## src/rtl/eaq_pkg.sv

```systemverilog
package eaq_pkg;

  localparam logic [1:0] ACC_FETCH = 2'd0;
  localparam logic [1:0] ACC_LOAD  = 2'd1;
  localparam logic [1:0] ACC_STORE = 2'd2;

  typedef enum logic [2:0] {
    EXC_NONE = 3'd0,
    EXC_ISEG = 3'd1,
    EXC_DSEG = 3'd2,
    EXC_ISTO = 3'd3,
    EXC_DSTO = 3'd4,
    EXC_HIST = 3'd5,
    EXC_HDST = 3'd6
  } exc_code_e;

  typedef enum logic [1:0] {
    KIND_SEG   = 2'd0,
    KIND_STOR  = 2'd1,
    KIND_HSTOR = 2'd2
  } rep_kind_e;

  localparam logic [2:0] PERM_ALL  = 3'b111;
  localparam logic [2:0] PERM_NONE = 3'b000;

endpackage

```

## src/rtl/eaq_quadrant_map.sv

```systemverilog
module eaq_quadrant_map #(
  parameter int EA_W    = 64,
  parameter int LPID_W  = 12,
  parameter int PID_W   = 20,
  parameter int QUAD_W  = 2,
  parameter int CHECK_W = 10
) (
  input  logic [EA_W-1:0]   ea_i,
  input  logic              hv_i,
  input  logic [LPID_W-1:0] lpid_reg_i,
  input  logic [PID_W-1:0]  pid_reg_i,
  output logic [LPID_W-1:0] lpid_o,
  output logic [PID_W-1:0]  pid_o,
  output logic              fault_o
);

  localparam int QUAD_LO = EA_W - QUAD_W;
  localparam int CHK_HI  = QUAD_LO - 1;
  localparam int CHK_LO  = QUAD_LO - CHECK_W;

  logic [QUAD_W-1:0] quad;
  logic              reserved_set;
  logic              quad_illegal;

  assign quad = ea_i[EA_W-1:QUAD_LO];

  generate
    if (CHECK_W > 0) begin : g_chk
      assign reserved_set = |ea_i[CHK_HI:CHK_LO];
    end else begin : g_nochk
      assign reserved_set = 1'b0;
    end
  endgenerate

  always_comb begin
    lpid_o       = '0;
    pid_o        = '0;
    quad_illegal = 1'b0;
    if (hv_i) begin
      case (quad)
        2'd0: pid_o = pid_reg_i;
        2'd1: begin
          lpid_o = lpid_reg_i;
          pid_o  = pid_reg_i;
        end
        2'd2: lpid_o = lpid_reg_i;
        default: ;
      endcase
    end else begin
      case (quad)
        2'd0: begin
          lpid_o = lpid_reg_i;
          pid_o  = pid_reg_i;
        end
        2'd3: lpid_o = lpid_reg_i;
        default: quad_illegal = 1'b1;
      endcase
    end
  end

  assign fault_o = reserved_set | quad_illegal;

endmodule

```

## src/rtl/eaq_real_mode.sv

```systemverilog
module eaq_real_mode #(
  parameter int EA_W     = 64,
  parameter int RM_CLR_W = 4
) (
  input  logic [EA_W-1:0] ea_i,
  input  logic [EA_W-1:0] hrmor_i,
  output logic [EA_W-1:0] raddr_o
);

  localparam logic [EA_W-1:0] KEEP_MASK = {EA_W{1'b1}} >> RM_CLR_W;

  logic [EA_W-1:0] stripped;

  assign stripped = ea_i & KEEP_MASK;
  assign raddr_o  = ea_i[EA_W-1] ? stripped : (stripped | hrmor_i);

endmodule

```

## src/rtl/eaq_fault_router.sv

```systemverilog
module eaq_fault_router
  import eaq_pkg::*;
#(
  parameter int EA_W      = 64,
  parameter int CAUSE_W   = 32,
  parameter int STORE_BIT = 25
) (
  input  logic               clk,
  input  logic               rst_n,
  input  logic               rep_valid_i,
  input  rep_kind_e          rep_kind_i,
  input  logic [1:0]         rep_acc_i,
  input  logic [EA_W-1:0]    rep_ea_i,
  input  logic [EA_W-1:0]    rep_graddr_i,
  input  logic [CAUSE_W-1:0] rep_cause_i,
  output logic [EA_W-1:0]    dar_o,
  output logic [CAUSE_W-1:0] dsisr_o,
  output logic [EA_W-1:0]    hdar_o,
  output logic [CAUSE_W-1:0] hdsisr_o,
  output logic [EA_W-1:0]    asdr_o,
  output exc_code_e          exc_o,
  output logic [CAUSE_W-1:0] err_o
);

  localparam logic [CAUSE_W-1:0] STORE_MASK = CAUSE_W'(1) << STORE_BIT;

  logic               is_data;
  logic [CAUSE_W-1:0] data_cause;

  assign is_data    = (rep_acc_i != ACC_FETCH);
  assign data_cause = rep_cause_i | ((rep_acc_i == ACC_STORE) ? STORE_MASK : '0);

  always_ff @(posedge clk) begin
    if (!rst_n) begin
      dar_o    <= '0;
      dsisr_o  <= '0;
      hdar_o   <= '0;
      hdsisr_o <= '0;
      asdr_o   <= '0;
      exc_o    <= EXC_NONE;
      err_o    <= '0;
    end else if (rep_valid_i) begin
      case (rep_kind_i)
        KIND_SEG: begin
          err_o <= '0;
          if (is_data) begin
            exc_o <= EXC_DSEG;
            dar_o <= rep_ea_i;
          end else begin
            exc_o <= EXC_ISEG;
          end
        end
        KIND_STOR: begin
          if (is_data) begin
            exc_o   <= EXC_DSTO;
            dsisr_o <= data_cause;
            dar_o   <= rep_ea_i;
            err_o   <= '0;
          end else begin
            exc_o <= EXC_ISTO;
            err_o <= rep_cause_i;
          end
        end
        KIND_HSTOR: begin
          asdr_o <= rep_graddr_i;
          if (is_data) begin
            exc_o    <= EXC_HDST;
            hdsisr_o <= data_cause;
            hdar_o   <= rep_ea_i;
            err_o    <= '0;
          end else begin
            exc_o <= EXC_HIST;
            err_o <= rep_cause_i;
          end
        end
        default: ;
      endcase
    end
  end

endmodule

```

## src/rtl/eaq_top.sv

```systemverilog
module eaq_top
  import eaq_pkg::*;
#(
  parameter int EA_W      = 64,
  parameter int LPID_W    = 12,
  parameter int PID_W     = 20,
  parameter int CAUSE_W   = 32,
  parameter int STORE_BIT = 25,
  parameter int QUAD_W    = 2,
  parameter int CHECK_W   = 10,
  parameter int RM_CLR_W  = 4
) (
  input  logic               clk,
  input  logic               rst_n,
  input  logic               req_valid_i,
  output logic               req_ready_o,
  input  logic [EA_W-1:0]    req_ea_i,
  input  logic               req_hv_i,
  input  logic               req_reloc_i,
  input  logic [1:0]         req_acc_i,
  input  logic [LPID_W-1:0]  lpid_reg_i,
  input  logic [PID_W-1:0]   pid_reg_i,
  input  logic [EA_W-1:0]    hrmor_i,
  output logic               res_valid_o,
  input  logic               res_ready_i,
  output logic               res_seg_fault_o,
  output logic               res_real_o,
  output logic [LPID_W-1:0]  res_lpid_o,
  output logic [PID_W-1:0]   res_pid_o,
  output logic [EA_W-1:0]    res_addr_o,
  output logic [2:0]         res_perm_o,
  input  logic               rpt_valid_i,
  input  logic               rpt_hyp_i,
  input  logic [1:0]         rpt_acc_i,
  input  logic [EA_W-1:0]    rpt_ea_i,
  input  logic [EA_W-1:0]    rpt_graddr_i,
  input  logic [CAUSE_W-1:0] rpt_cause_i,
  output logic [EA_W-1:0]    dar_o,
  output logic [CAUSE_W-1:0] dsisr_o,
  output logic [EA_W-1:0]    hdar_o,
  output logic [CAUSE_W-1:0] hdsisr_o,
  output logic [EA_W-1:0]    asdr_o,
  output logic [2:0]         exc_code_o,
  output logic [CAUSE_W-1:0] err_code_o
);

  localparam logic [EA_W-1:0] OFFSET_MASK = {EA_W{1'b1}} >> QUAD_W;

  logic [LPID_W-1:0] map_lpid;
  logic [PID_W-1:0]  map_pid;
  logic              map_fault;
  logic [EA_W-1:0]   rm_addr;

  logic              accept;
  logic              real_mode;
  logic              nxt_fault;
  logic              seg_strobe;

  logic              rep_valid;
  rep_kind_e         rep_kind;
  logic [1:0]        rep_acc;
  logic [EA_W-1:0]   rep_ea;
  logic [EA_W-1:0]   rep_graddr;
  logic [CAUSE_W-1:0] rep_cause;
  exc_code_e         exc_q;

  eaq_quadrant_map #(
    .EA_W(EA_W), .LPID_W(LPID_W), .PID_W(PID_W),
    .QUAD_W(QUAD_W), .CHECK_W(CHECK_W)
  ) u_qmap (
    .ea_i       (req_ea_i),
    .hv_i       (req_hv_i),
    .lpid_reg_i (lpid_reg_i),
    .pid_reg_i  (pid_reg_i),
    .lpid_o     (map_lpid),
    .pid_o      (map_pid),
    .fault_o    (map_fault)
  );

  eaq_real_mode #(
    .EA_W(EA_W), .RM_CLR_W(RM_CLR_W)
  ) u_rmode (
    .ea_i    (req_ea_i),
    .hrmor_i (hrmor_i),
    .raddr_o (rm_addr)
  );

  // request side: blocked while a report strobe is present
  assign req_ready_o = (!res_valid_o || res_ready_i) && !rpt_valid_i;
  assign accept      = req_valid_i && req_ready_o;
  assign real_mode   = req_hv_i && !req_reloc_i;
  assign nxt_fault   = !real_mode && map_fault;
  assign seg_strobe  = accept && nxt_fault;

  always_ff @(posedge clk) begin
    if (!rst_n) begin
      res_valid_o     <= 1'b0;
      res_seg_fault_o <= 1'b0;
      res_real_o      <= 1'b0;
      res_lpid_o      <= '0;
      res_pid_o       <= '0;
      res_addr_o      <= '0;
      res_perm_o      <= PERM_NONE;
    end else if (accept) begin
      res_valid_o     <= 1'b1;
      res_seg_fault_o <= nxt_fault;
      res_real_o      <= real_mode;
      res_lpid_o      <= (real_mode || nxt_fault) ? '0 : map_lpid;
      res_pid_o       <= (real_mode || nxt_fault) ? '0 : map_pid;
      res_addr_o      <= real_mode ? rm_addr : (req_ea_i & OFFSET_MASK);
      res_perm_o      <= real_mode ? PERM_ALL : PERM_NONE;
    end else if (res_ready_i) begin
      res_valid_o <= 1'b0;
    end
  end

  // report source select; the two never coincide
  always_comb begin
    rep_valid  = rpt_valid_i || seg_strobe;
    if (rpt_valid_i) begin
      rep_kind   = rpt_hyp_i ? KIND_HSTOR : KIND_STOR;
      rep_acc    = rpt_acc_i;
      rep_ea     = rpt_ea_i;
      rep_graddr = rpt_graddr_i;
      rep_cause  = rpt_cause_i;
    end else begin
      rep_kind   = KIND_SEG;
      rep_acc    = req_acc_i;
      rep_ea     = req_ea_i;
      rep_graddr = '0;
      rep_cause  = '0;
    end
  end

  eaq_fault_router #(
    .EA_W(EA_W), .CAUSE_W(CAUSE_W), .STORE_BIT(STORE_BIT)
  ) u_router (
    .clk          (clk),
    .rst_n        (rst_n),
    .rep_valid_i  (rep_valid),
    .rep_kind_i   (rep_kind),
    .rep_acc_i    (rep_acc),
    .rep_ea_i     (rep_ea),
    .rep_graddr_i (rep_graddr),
    .rep_cause_i  (rep_cause),
    .dar_o        (dar_o),
    .dsisr_o      (dsisr_o),
    .hdar_o       (hdar_o),
    .hdsisr_o     (hdsisr_o),
    .asdr_o       (asdr_o),
    .exc_o        (exc_q),
    .err_o        (err_code_o)
  );

  assign exc_code_o = exc_q;

endmodule

```

## config.mk

```make
export PLATFORM = sky130hd
export DESIGN_NAME = eaq_top
export DESIGN_NICKNAME = d
export VERILOG_FILES = /design/src/rtl/eaq_pkg.sv /design/src/rtl/eaq_quadrant_map.sv /design/src/rtl/eaq_real_mode.sv /design/src/rtl/eaq_fault_router.sv /design/src/rtl/eaq_top.sv
export SDC_FILE = /design/constraint.sdc
export NUM_CORES = 1
export LEC_CHECK = 0
export ABC_AREA = 1
export BUFFER_PORTS_ARGS = -buffer_cell sky130_fd_sc_hd__buf_2
export CAP_MARGIN = 30
export CORE_AREA = 3 3 285 287
export DETAILED_ROUTE_END_ITERATION = 12
export DIE_AREA = 0 0 288 290
export GPL_TIMING_DRIVEN = 0
export SETUP_SLACK_MARGIN = 0.02
export SKIP_CTS_REPAIR_TIMING = 1
export SYNTH_ARGS = -nofsm -noshare
export SYNTH_HDL_FRONTEND = slang
export SYNTH_SLANG_ARGS = --single-unit
```

## constraint.sdc

```tcl
create_clock -name clk -period 1.8 [get_ports clk]
set_input_delay 0.09 -clock clk [delete_from_list [all_inputs] [get_ports clk]]
set_output_delay 0.09 -clock clk [all_outputs]
set_load 0.03 [all_outputs]
```

# ---- Word-level counts from Yosys, hierarchy flattened
# Cells that the tools add are included.
dict set report classes {
  bitwise_logic 3
  eq_ne 6
  muxes 28
  n_reduce_logical 30
}
# cell n
set ops {}
lappend ops {{$mux W64} 4}
lappend ops {{$mux W20} 4}
lappend ops {{$mux W32} 2}
lappend ops {{$or A60 B64 Y64} 1}
lappend ops {{$pmux W32 S2} 1}
lappend ops {{$mux W12} 4}
lappend ops {{$or A32 B32 Y32} 1}
lappend ops {{$mux W26} 1}
lappend ops {{$mux W2} 5}
lappend ops {{$reduce_or A10 Y1} 1}
lappend ops {{$reduce_or A2 Y1} 5}
lappend ops {{$pmux W3 S3} 1}
lappend ops {{$reduce_and A3 Y1} 3}
lappend ops {{$eq A2 B2 Y1 const B} 4}
lappend ops {{$mux W3} 2}
lappend ops {{$reduce_and A2 Y1} 3}
lappend ops {{$reduce_bool A2 Y1} 3}
lappend ops {{$logic_and A1 B1 Y1} 5}
lappend ops {{$eq A2 B1 Y1 const B} 2}
lappend ops {{$logic_not A1 Y1} 4}
lappend ops {{$logic_not A2 Y1} 2}
lappend ops {{$mux W1} 4}
lappend ops {{$logic_or A1 B1 Y1} 3}
lappend ops {{$reduce_bool A3 Y1} 1}
lappend ops {{$or A1 B1 Y1} 1}
dict set report totals {
  output_inout_bits 394
  ff_bits 393
  in_bits 332
  elab_cells 81
}

# ---- Depth between registers and ports, before layout
# Gate-level depths: netlist of run 1.
dict set report logic_depth {
  word_depth 9
  mapped_depth 13
  depth_no_buf 11
}

# ---- Cells and area by module
# From an unflattened synthesis of run 1, not the netlist that was laid out.
dict set report hier_totals {
  hier_cells 3197
  area_unflattened_um2 19283.5
}
# mod cells_per_inst area_per_inst_um2 instances seq_area_each_um2
set by_module_without_submodules {}
lappend by_module_without_submodules {eaq_fault_router 1625 11544.8 1 5825.6}
lappend by_module_without_submodules {eaq_top 1292 6610.1 1 1981.9}
lappend by_module_without_submodules {eaq_real_mode 195 777.0 1 0.0}
lappend by_module_without_submodules {eaq_quadrant_map 85 351.6 1 0.0}

# ---- Worst setup path before layout of run 1
# Ideal clock, no wire load.
dict set report synth_timing {
  kind {register to register}
  from {reg res_valid_o}
  to {reg u_router.dar_o[10]}
  arrival_time_ns 1.444
  period_less_slack_ns 1.560
  setup_slack_ns 0.240
  setup_ns 0.115
  required_time_ns 1.685
  n_path_buf 2
  stages_incl_launch_ff 10
  cell_sequence {dfxtp_1 > nand2_1 > nand3_4 > nor2_4 > nand2_1 > nand2_2 > buf_6 > buf_4 > a21oi_1 > nor2_1}
}
dict set report synth_via {
  elab_chain_len 7
}
# element line_no
set synth_rtl {}
lappend synth_rtl {{from (decl)} eaq_top.sv:24} ;# output logic res_valid_o,
lappend synth_rtl {{from (signal assigned)} eaq_top.sv:97} ;# res_valid_o <= 1'b0;
lappend synth_rtl {{from (signal assigned)} eaq_top.sv:105} ;# res_valid_o <= 1'b1;
lappend synth_rtl {{from (signal assigned)} eaq_top.sv:113} ;# res_valid_o <= 1'b0;
lappend synth_rtl {{$logic_not A1 Y1} eaq_top.sv:89} ;# assign req_ready_o = (!res_valid_o || res_ready_i) && !rpt_valid_i;
lappend synth_rtl {{$logic_or A1 B1 Y1} eaq_top.sv:89}
lappend synth_rtl {{$logic_and A1 B1 Y1} eaq_top.sv:89}
lappend synth_rtl {{$logic_and A1 B1 Y1} eaq_top.sv:90} ;# assign accept = req_valid_i && req_ready_o;
lappend synth_rtl {{$logic_and A1 B1 Y1} eaq_top.sv:93} ;# assign seg_strobe = accept && nxt_fault;
lappend synth_rtl {{$logic_or A1 B1 Y1} eaq_top.sv:119} ;# rep_valid = rpt_valid_i || seg_strobe;
lappend synth_rtl {{$reduce_and A3 Y1 (no line)} --}
lappend synth_rtl {{to (signal assigned)} eaq_fault_router.sv:48} ;# dar_o <= rep_ea_i;
lappend synth_rtl {{to (signal assigned)} eaq_fault_router.sv:57} ;# dar_o <= rep_ea_i;
lappend synth_rtl {{to (decl)} eaq_fault_router.sv:16} ;# output logic [EA_W-1:0] dar_o,
# No other way between the ends.
# A chain may end at the register's enable or synchronous reset.

# ---- Final worst setup path of run 1
dict set report layout_timing {
  from {reg res_valid_o}
  to {reg res_addr_o[47]}
}
dict set report layout_via {
  elab_chain_len 4
}
# element line_no
set layout_rtl {}
lappend layout_rtl {{$logic_not A1 Y1} eaq_top.sv:89}
lappend layout_rtl {{$logic_or A1 B1 Y1} eaq_top.sv:89}
lappend layout_rtl {{$logic_and A1 B1 Y1} eaq_top.sv:89}
lappend layout_rtl {{$logic_and A1 B1 Y1} eaq_top.sv:90}
lappend layout_rtl {{to (signal assigned)} eaq_top.sv:110} ;# res_addr_o <= real_mode ? rm_addr : (req_ea_i & OFFSET_MASK);
lappend layout_rtl {{to (decl)} eaq_top.sv:30} ;# output logic [EA_W-1:0] res_addr_o,
# No other way between the ends.

==> results of run 1 <==
[through the flow]
step | hold slack [ps] | instance area [sq um] | instances | worst slack (ps)
floorplan | 225 | 15200 | 1912 | 240
CTS | -304 | 21700 | 3770 | -1390
detailed placement | 334 | 20200 | 3689 | -1360
finish | -189 | 26400 | 4126 | -8.23
global route | -225 | 26400 | 4125 | -120
global placement | 324 | 20200 | 3686 | -1320
[layer usage]
layer	vias to the layer above	part of all wire	GRT usage
met5	-	0.00065	0
met4	8	0.040	0.0639
met3	213	0.074	0.0447
met2	874	0.47	0.303
met1	8773	0.41	0.228
li1	8677	-	-
[worst reg2reg max path: stages, from the launching register on]
cell,delay [ps]
sky130_fd_sc_hd__dfxtp_4,440
sky130_fd_sc_hd__nand2_8,110
sky130_fd_sc_hd__nand3_4,150
sky130_fd_sc_hd__buf_12,140
sky130_fd_sc_hd__clkinvlp_4,140
sky130_fd_sc_hd__buf_12,190
sky130_fd_sc_hd__buf_16,160
sky130_fd_sc_hd__clkbuf_16,200
sky130_fd_sc_hd__nand2_4,60
sky130_fd_sc_hd__a31oi_1,70
[cell families after synthesis]
family / after synthesis / synth area share
and+or+nand+nor: 808 / 0.210
adders and majority gates: 2 / 0.00164
xor gates and xnor gates: 1 / 0.000575
AOI/OAI and AO/OA: 470 / 0.181
DFF: 390 / 0.513
muxes: 58 / 0.0381
buffers and inverters: 183 / 0.0556
[registers in the layout (all words and copies together), names as in the netlist]
signal	count
u_router.hdar_o	64
u_router.dsisr_o	32
res_pid_o	20
res_lpid_o	12
res_valid_o	1
u_router.asdr_o	64
u_router.hdsisr_o	32
res_addr_o	64
u_router.err_o	32
u_router.exc_o	3
res_seg_fault_o	1
u_router.dar_o	64
res_perm_o	1
[cell usage in the layout, fill, tap and decap left out, drive strengths merged, types with 4 or more instances in the layout]
master and n:
nand2 399, inv 21, clkbuf 159, o211a 64, o21ai 177, a21oi 170
dfxtp 390, clkinv 7, dlygate4sd3 318, diode 4, clkinvlp 4, nand3 99
buf 833, mux2i 58, nor2 309, a31oi 58
[worst min path at each step]
stage,endpoint,slack [ps],depth (start not counted)
global placement,res_addr_o[53],320,3
finish,res_addr_o[44],-190,3
CTS,res_addr_o[52],-300,3
floorplan,u_router.hdsisr_o[29],220,2
global route,res_addr_o[44],-230,3
detailed placement,res_addr_o[54],330,3
[cell usage after synthesis]
| cell | instances |
|---|---|
| sky130_fd_sc_hd__a21o_1 | 1 |
| sky130_fd_sc_hd__a21oi_1 | 169 |
| sky130_fd_sc_hd__a21oi_2 | 1 |
| sky130_fd_sc_hd__a31oi_1 | 58 |
| sky130_fd_sc_hd__buf_1 | 6 |
| sky130_fd_sc_hd__buf_2 | 62 |
| sky130_fd_sc_hd__buf_4 | 17 |
| sky130_fd_sc_hd__buf_6 | 2 |
| sky130_fd_sc_hd__clkbuf_1 | 76 |
| sky130_fd_sc_hd__dfxtp_1 | 390 |
| sky130_fd_sc_hd__ha_1 | 2 |
| sky130_fd_sc_hd__inv_1 | 17 |
| sky130_fd_sc_hd__inv_2 | 2 |
| sky130_fd_sc_hd__inv_4 | 1 |
| sky130_fd_sc_hd__mux2i_1 | 58 |
| sky130_fd_sc_hd__nand2_1 | 397 |
| sky130_fd_sc_hd__nand2_2 | 2 |
| sky130_fd_sc_hd__nand3_1 | 98 |
| sky130_fd_sc_hd__nand3_4 | 1 |
| sky130_fd_sc_hd__nand3b_1 | 1 |
| sky130_fd_sc_hd__nor2_1 | 305 |
| sky130_fd_sc_hd__nor2_2 | 2 |
| sky130_fd_sc_hd__nor2_4 | 2 |
| sky130_fd_sc_hd__o211a_1 | 64 |
| sky130_fd_sc_hd__o21ai_0 | 174 |
| sky130_fd_sc_hd__o21ai_1 | 1 |
| sky130_fd_sc_hd__o21ai_2 | 2 |
| sky130_fd_sc_hd__xnor2_1 | 1 |
[report_power, final]
part,leakage [nW],internal (mW),switching [mW]
clock network,0.736,5.49,3.95
registers,3.21,9.22,0.322
logic,8.61,2.06,3.54
[layout make-up]
type	instances	area share
plain buffers	162	0.0389
multi-input cells	1339	0.271
clock inverters	13	0.00483
diodes	4	0.000379
inverters	20	0.00308
flip-flops and latches	390	0.296
well taps	1050	0.0498
clock buffers	68	0.0525
repair buffers	1080	0.283
==> impl_metrics.py, run 1 <==
metrics = {
    "drt": {
        "vias": 18545,
        "detail-route-antenna-nets": 0,
        "initialDrtViolationCount": 1064,
        "finalWirelength_um": 88100,
        "post_drt_wl_per_cell_um": 21.3,
        "drt_pass1_iterations": 6,
        "route.detailed.vias_per_inst": 4.49,
        "detail_route.drc_violations": 0,
    },
    "floorplanning": {
        "die-area_sq_um": 83500,
        "start_util": 0.193,
        "floorplan.die.width_um": 288,
        "top_level_ports": 726,
        "die_height_um": 290,
        "design.core.area_sq_um": 78900,
        "placement_rows": 103,
    },
    "synthesis": {
        "post_synthesis_instance_total": 1912,
        "synth.top_cells.by_area": "sky130_fd_sc_hd__dfxtp_1 (51%), sky130_fd_sc_hd__nand2_1 (9.8%), sky130_fd_sc_hd__nor2_1 (7.5%), sky130_fd_sc_hd__o21ai_0 (5.7%), sky130_fd_sc_hd__a21oi_1 (5.6%)",
        "syn-mean-instance-area_sq_um": 7.96,
        "synth_sequential_area_ratio": 0.513,
        "synth.lib_cells_used.distinct": 28,
        "yosys_warnings": 0,
        "yosys_register_bits": 390,
        "post-synth-top-area-fraction": 0.513,
        "synth_nets": 2246,
        "mappedNetlistArea_sq_um": 15200,
        "yosysTopAreaCell": "sky130_fd_sc_hd__dfxtp_1",
    },
    "finish": {
        "multi_input_logic_area_sq_um": 7160,
        "area_delta_synth_final_pct": 73.4,
        "fillers": 8176,
        "fin_nets": 3374,
        "regArea_sq_um": 7810,
        "post_route_cells_drive_above_1_share": 0.347,
        "layout.core_utilization": 0.335,
    },
    "run": {
        "max-cap-violations": 0,
    },
    "critical_path": {
        "critical_path.n_buffers_inverters": 5,
        "reg2regPathDepth": 9,
        "timing.rr.start": "res_valid_o",
        "critical_path_start_end_classification": "reg -> reg",
        "worst-endpoint-required_ps": 2210,
        "cp_common_cell": "sky130_fd_sc_hd__buf_12",
        "start_kind": "flip-flop",
        "worstSetupStartpoint": "res_valid_o",
        "worstPathArrival_ps": 2220,
        "max_fanout_on_critical_path": 7,
        "crit_family": "buffers and inverters",
        "critical_path.endpoint_type": "flip-flop",
        "endpoint": "res_addr_o[47]",
        "cells_along_the_critical_path": "nand2_8, nand3_4, buf_12, clkinvlp_4, buf_12, buf_16, clkbuf_16, nand2_4, a31oi_1",
        "cp_slowest_stage_delay_ps": 440,
        "critical_path_cell_count": 9,
        "crit_slowest_cell": "sky130_fd_sc_hd__dfxtp_4",
        "setup.reg_to_reg.worst_slack_ps": -8,
        "regToRegEndpoint": "res_addr_o[47]",
    },
    "placed_design": {
        "dp.final_hpwl_um": 64600,
        "globalplace.congestion": 0.920,
        "io_buffers": 724,
    },
    "sta": {
        "final_max_slew_viol_count": 0,
        "finalClockSkew_ps": 30.3,
        "grt_setup_unrepaired": "yes",
        "period_needed_ps": 1810,
        "final.hold.worst_slack_ps": -189,
        "fin_ws_ps": -8.23,
        "setup_total_negative_slack_ps": -31.1,
        "post-route-period-util": 1.00,
        "worst_slew_margin_relative_to_its_limit": 0.345,
        "max_clock_freq_mhz": 553,
        "setup_violators_final": 7,
        "tightestPinTransition_ps": 983,
        "hold_violations": 4,
    },
    "outcome": {
        "failed_checks": "hold timing, setup timing",
        "run_status": "complete, but fails checks",
    },
    "clocking": {
        "source_to_sink_clock_delay_at_the_later_pin_of_the_worst_skew_pair_ps": 580,
        "cts_made_buffers": 47,
        "cts_max_level": 2,
        "cts_tree": "done",
        "clk_root_buffer_cell": "sky130_fd_sc_hd__clkbuf_16",
        "clock_tree.buffer_depth": 3,
        "clock_sinks": 390,
        "clk_transition_reported_paths_ps": 70,
    },
    "global_route": {
        "globalRoute.totalOverflow": 0,
        "grt_pass1_wl_um": 112000,
        "via_count_of_the_first_global_routing_pass": 16243,
        "initial_antenna_violation_count": 12,
        "global_route.usage.total": 0.182,
        "grt_max_degree": 13,
    },
    "power": {
        "leakage_nw": 12.6,
        "power-per-cell-area_nw_per_um2": 931,
        "irDropWorstVdd_mv": 0.640,
        "p_total_mw": 24.6,
    },
    "worst_hold_path": {
        "timing.hold.worst.start": "req_ea_i[44]",
        "holdCritPathClass": "in -> reg",
    },
}
Power figures use the tool's default switching activity.
==> run 2: changes to the inputs <==
--- a/config.mk
+++ b/config.mk
@@ -6,7 +6,7 @@
 export NUM_CORES = 1
 export LEC_CHECK = 0
 export ABC_AREA = 1
-export BUFFER_PORTS_ARGS = -buffer_cell sky130_fd_sc_hd__buf_2
+export BUFFER_PORTS_ARGS = -buffer_cell sky130_fd_sc_hd__buf_4
 export CAP_MARGIN = 30
 export CORE_AREA = 3 3 285 287
 export DETAILED_ROUTE_END_ITERATION = 12
==> run 2 against run 1 <==
  * The flow finishes with violations (hold timing)
  * First-iteration DRC count rose by 13%
  * Global-route usage rose by 0.27 points
  * Setup slack improved by 59 ps
  * Clock skew rose by 4.1 ps
  * Count of clock-buffer cells in the layout fell by 6
  * Non-clock buffer count rose by 14
  * Die area did not move
==> impl_metrics.py, run 2 (synthesis results as in run 1) <==
metrics = {
    "global_route": {
        "grt_max_degree": 14,
        "globalRoute.totalOverflow": 0,
        "initial_antenna_violation_count": 7,
        "via_count_of_the_first_global_routing_pass": 16155,
        "grt_pass1_wl_um": 113000,
        "global_route.usage.total": 0.185,
    },
    "finish": {
        "area_delta_synth_final_pct": 80.4,
        "fillers": 8261,
        "post_route_cells_drive_above_1_share": 0.300,
        "layout_commonest_cell": "sky130_fd_sc_hd__buf_4",
        "fin_nets": 3387,
        "layout.core_utilization": 0.348,
        "most_frequent_cells_in_the_layout": "sky130_fd_sc_hd__buf_4 (752), sky130_fd_sc_hd__nand2_1 (395), sky130_fd_sc_hd__dfxtp_1 (389)",
    },
    "drt": {
        "post_drt_wl_per_cell_um": 20.9,
        "initialDrtViolationCount": 1202,
        "route.detailed.vias_per_inst": 4.47,
        "detail_route.drc_violations": 0,
        "vias": 18491,
        "drt_pass1_iterations": 6,
        "detail-route-antenna-nets": 0,
        "finalWirelength_um": 86700,
    },
    "clocking": {
        "cts_made_buffers": 46,
        "source_to_sink_clock_delay_at_the_later_pin_of_the_worst_skew_pair_ps": 580,
        "cts_tree": "done",
        "clk_transition_reported_paths_ps": 60,
        "clk_root_buffer_cell": "sky130_fd_sc_hd__clkbuf_16",
        "cts_max_level": 2,
        "clock_sinks": 390,
        "clock_tree.buffer_depth": 3,
    },
    "power": {
        "p_total_mw": 25.1,
        "power-per-cell-area_nw_per_um2": 915,
        "irDropWorstVdd_mv": 0.564,
        "leakage_nw": 12.6,
    },
    "sta": {
        "setup_violators_final": 0,
        "period_needed_ps": 1750,
        "worst_slew_margin_relative_to_its_limit": 0.373,
        "finalClockSkew_ps": 34.4,
        "hold_violations": 6,
        "final.hold.worst_slack_ps": -45.4,
        "grt_setup_unrepaired": "yes",
        "tightestPinTransition_ps": 941,
        "post-route-period-util": 0.972,
        "final_max_slew_viol_count": 0,
        "max_clock_freq_mhz": 572,
    },
    "floorplanning": {
        "die_height_um": 290,
        "placement_rows": 103,
        "die-area_sq_um": 83500,
        "design.core.area_sq_um": 78900,
        "top_level_ports": 726,
        "floorplan.die.width_um": 288,
        "start_util": 0.193,
    },
    "critical_path": {
        "worst-endpoint-required_ps": 2270,
        "setup.reg_to_reg.worst_slack_ps": 80,
        "reg2regPathDepth": 9,
        "critical_path.endpoint_type": "flip-flop",
        "cp_slowest_stage_delay_ps": 630,
        "critical_path_cell_count": 7,
        "cp_common_cell": "sky130_fd_sc_hd__buf_2",
        "critical_path_start_end_classification": "in -> reg",
        "endpoint": "u_router.hdar_o[2]",
        "start_kind": "primary input",
        "crit_slowest_cell": "sky130_fd_sc_hd__dlygate4sd3_1",
        "worstSetupStartpoint": "rpt_valid_i",
        "max_fanout_on_critical_path": 10,
        "crit_family": "buffers and inverters",
        "timing.rr.start": "res_valid_o",
        "worstPathArrival_ps": 2220,
        "critical_path.n_buffers_inverters": 4,
        "cells_along_the_critical_path": "buf_2, buf_6, buf_2, mux2i_1, dlygate4sd3_1, nand2_1, o211a_1",
        "regToRegEndpoint": "u_router.dar_o[34]",
    },
    "run": {
        "max-cap-violations": 0,
    },
    "placed_design": {
        "io_buffers": 724,
        "dp.final_hpwl_um": 65400,
        "globalplace.congestion": 0.904,
    },
    "worst_hold_path": {
        "holdCritPathClass": "in -> reg",
    },
    "outcome": {
        "failed_checks": "hold timing",
        "run_status": "complete, but fails checks",
    },
}
[run 2: cell count changes in the layout (fill, tap and decap cells not counted), sizes merged, moves of 4 or more]
cell,change
bufinv,+4
buf,-9
dlygate4sd3,+33
clkbuf,-16
[run 2: worst min-delay path by stage]
stage | slack [ps] | to | cells past startpoint | from
after floorplan | 220 | u_router.hdsisr_o[29] | 2 | rpt_cause_i[29]
after global placement | 320 | res_addr_o[53] | 3 | hrmor_i[53]
after detailed placement | 330 | res_addr_o[53] | 3 | hrmor_i[53]
after CTS | -290 | res_addr_o[52] | 3 | hrmor_i[52]
after global routing | 0.4 | u_router.hdar_o[49] | 4 | rpt_ea_i[49]
final | -50 | u_router.dar_o[27] | 5 | rpt_ea_i[27]
[run 2: metrics by stage]
step           TNS [ps]  hold slack [ps]  area, sq um  worst slack, ps  instances
3_5_place_dp    -207610              330        22000            -1200       3690
4_1_cts         -168050             -288        23600            -1210       3773
3_3_place_gp    -209360              322        22000            -1230       3686
6_report              0            -45.4        27500             51.1       4140
5_1_grt           -80.5            0.365        27500            -24.1       4138
2_1_floorplan         0              225        15200              240       1912
[run 2: report_power, final]
part | internal (mW) | switching, mW
registers | 9.22 | 0.331
clock network | 5.71 | 3.99
logic | 2.44 | 3.43
[run 2: worst min-delay path: stages]
cell and delay [ps]:
sky130_fd_sc_hd__buf_4 110, sky130_fd_sc_hd__mux2i_1 100, sky130_fd_sc_hd__nand3_1 90, sky130_fd_sc_hd__nand2_1 50, sky130_fd_sc_hd__nor2_1 70
[run 2: routing by layer]
| metal | wire [um] | vias up | global-route usage |
|---|---|---|---|
| met4 | 4040 | 6 | 0.0754 |
| met1 | 35700 | 8708 | 0.228 |
| li1 | - | 8706 | - |
| met5 | 46 | - | 0 |
| met2 | 40600 | 859 | 0.305 |
| met3 | 6290 | 212 | 0.0479 |
[run 2: final cells by class]
class / instances / area [sq um] / share of cell area
well taps: 1050 / 1310 / 0.0478
clock inverters: 21 / 264 / 0.00961
multi-input cells: 1339 / 6630 / 0.241
flip-flops and latches: 390 / 7810 / 0.284
diodes: 2 / 5.00 / 0.000182
repair buffers: 1093 / 9170 / 0.334
inverters: 20 / 81.3 / 0.00296
clock buffers: 62 / 1270 / 0.0463
plain buffers: 163 / 907 / 0.0330
==> run 3: changes to the inputs <==
--- a/config.mk
+++ b/config.mk
@@ -12,6 +12,7 @@
 export DETAILED_ROUTE_END_ITERATION = 12
 export DIE_AREA = 0 0 288 290
 export GPL_TIMING_DRIVEN = 0
+export MAX_ROUTING_LAYER = met4
 export SETUP_SLACK_MARGIN = 0.02
 export SKIP_CTS_REPAIR_TIMING = 1
 export SYNTH_ARGS = -nofsm -noshare
==> run 3 against run 2 <==
  * The run still ends with hold timing left
  * Non-clock buffer count fell by 7
  * Clock skew fell by 14 ps
  * Clock power fell by 2.6%
  * Final area fell by 0.38%
  * Register-to-register slack improved by 20 ps
  * Wire length barely moved
  * Critical path type unchanged
==> impl_metrics.py, run 3 (synthesis results as in run 1) <==
metrics = {
    "critical_path": {
        "worstPathArrival_ps": 2170,
        "worstSetupStartpoint": "rpt_valid_i",
        "start_kind": "primary input",
        "regToRegEndpoint": "u_router.dar_o[60]",
        "critical_path.endpoint_type": "flip-flop",
        "reg2regPathDepth": 10,
        "timing.rr.start": "res_valid_o",
        "setup.reg_to_reg.worst_slack_ps": 100,
        "critical_path_start_end_classification": "in -> reg",
        "endpoint": "u_router.hdar_o[60]",
        "worst-endpoint-required_ps": 2250,
        "max_fanout_on_critical_path": 10,
    },
    "placed_design": {
        "dp.final_hpwl_um": 65300,
        "io_buffers": 724,
        "globalplace.congestion": 0.909,
    },
    "clocking": {
        "clk_root_buffer_cell": "sky130_fd_sc_hd__clkbuf_16",
        "source_to_sink_clock_delay_at_the_later_pin_of_the_worst_skew_pair_ps": 570,
        "clk_transition_reported_paths_ps": 60,
        "cts_tree": "done",
        "clock_sinks": 390,
        "cts_max_level": 2,
        "clock_tree.buffer_depth": 3,
        "cts_made_buffers": 46,
    },
    "global_route": {
        "grt_max_degree": 13,
        "globalRoute.totalOverflow": 0,
        "via_count_of_the_first_global_routing_pass": 16074,
        "global_route.usage.total": 0.190,
        "initial_antenna_violation_count": 10,
        "grt_pass1_wl_um": 113000,
    },
    "floorplanning": {
        "floorplan.die.width_um": 288,
        "die-area_sq_um": 83500,
        "placement_rows": 103,
        "design.core.area_sq_um": 78900,
        "start_util": 0.193,
        "top_level_ports": 726,
        "die_height_um": 290,
    },
    "finish": {
        "area_delta_synth_final_pct": 79.7,
        "layout.core_utilization": 0.347,
        "layout_commonest_cell": "sky130_fd_sc_hd__buf_4",
        "fillers": 8232,
        "most_frequent_cells_in_the_layout": "sky130_fd_sc_hd__buf_4 (746), sky130_fd_sc_hd__nand2_1 (395), sky130_fd_sc_hd__dfxtp_1 (389)",
        "post_route_cells_drive_above_1_share": 0.300,
        "regArea_sq_um": 7810,
        "multi_input_logic_area_sq_um": 6620,
        "fin_nets": 3380,
    },
    "worst_hold_path": {
        "min_delay_path_depth": 5,
        "holdCritPathClass": "in -> reg",
    },
    "power": {
        "leakage_nw": 12.6,
        "p_total_mw": 24.8,
        "power-per-cell-area_nw_per_um2": 908,
        "irDropWorstVdd_mv": 0.522,
    },
    "sta": {
        "worst_slew_margin_relative_to_its_limit": 0.356,
        "final_max_slew_viol_count": 0,
        "tightestPinTransition_ps": 966,
        "period_needed_ps": 1720,
        "finalClockSkew_ps": 20.8,
        "post-route-period-util": 0.955,
        "setup_violators_final": 0,
        "grt_setup_unrepaired": "yes",
        "final.hold.worst_slack_ps": -42.0,
        "hold_violations": 2,
        "max_clock_freq_mhz": 582,
    },
    "drt": {
        "drt_pass1_iterations": 5,
        "post_drt_wl_per_cell_um": 20.9,
        "vias": 18444,
        "initialDrtViolationCount": 1045,
        "detail_route.drc_violations": 0,
        "route.detailed.vias_per_inst": 4.46,
        "detail-route-antenna-nets": 0,
        "finalWirelength_um": 86700,
    },
    "outcome": {
        "run_status": "complete, but fails checks",
        "failed_checks": "hold timing",
    },
    "run": {
        "max-cap-violations": 0,
    },
}
run 3: per-layer routing:
| layer | track usage | share of wire | vias to the layer above |
|---|---|---|---|
| li1 | - | - | 8683 |
| met1 | 0.232 | 0.41 | 8773 |
| met2 | 0.310 | 0.48 | 827 |
| met3 | 0.0448 | 0.076 | 161 |
| met4 | 0.0551 | 0.032 | 0 |
| met5 | - | 0 | - |
run 3: worst max-delay path, cell delays in order:
cell	delay, ps
sky130_fd_sc_hd__buf_2	200
sky130_fd_sc_hd__buf_6	280
sky130_fd_sc_hd__buf_2	440
sky130_fd_sc_hd__mux2i_1	360
sky130_fd_sc_hd__dlygate4sd3_1	610
sky130_fd_sc_hd__nand2_1	50
sky130_fd_sc_hd__o211a_1	110
run 3: worst min path at each step:
| stage | endpoint | slack (ps) | startpoint |
|---|---|---|---|
| 5_1_grt | u_router.hdar_o[51] | 7 | rpt_ea_i[51] |
| 3_5_place_dp | res_addr_o[54] | 330 | hrmor_i[54] |
| 6_report | res_addr_o[54] | -40 | req_ea_i[54] |
| 3_3_place_gp | res_addr_o[53] | 320 | hrmor_i[53] |
| 4_1_cts | res_addr_o[53] | -280 | hrmor_i[53] |
| 2_1_floorplan | u_router.hdsisr_o[29] | 220 | rpt_cause_i[29] |
run 3: cell type report:
class	instances	share of cell area
antenna	9	0.000823
buffer	163	0.0331
clock buffer	66	0.0482
clock inverter	17	0.00668
inverter	20	0.00297
multi-input combinational	1339	0.242
sequential	390	0.286
tap	1050	0.0480
timing repair buffer	1086	0.333
run 3: metrics by stage:
stage	std cells	setup WS (ps)	instance area [sq um]	setup TNS [ps]	hold WS (ps)
after global placement	3686	-1220	22000	-209440	322
after detailed placement	3689	-1150	22000	-206910	330
after CTS	3772	-1200	23500	-161480	-282
after floorplan	1912	240	15200	0	225
final	4140	80.3	27400	0	-42.0
after global routing	4134	-3.92	27300	-5.08	6.58
run 3: power by group:
group          switching, mW  internal, mW  total [mW]  leakage, nW
clock                   3.92          5.53        9.45        0.731
combinational           3.41          2.42        5.83         8.64
sequential             0.336          9.22        9.56         3.21
total                   7.67          17.2        24.8         12.6
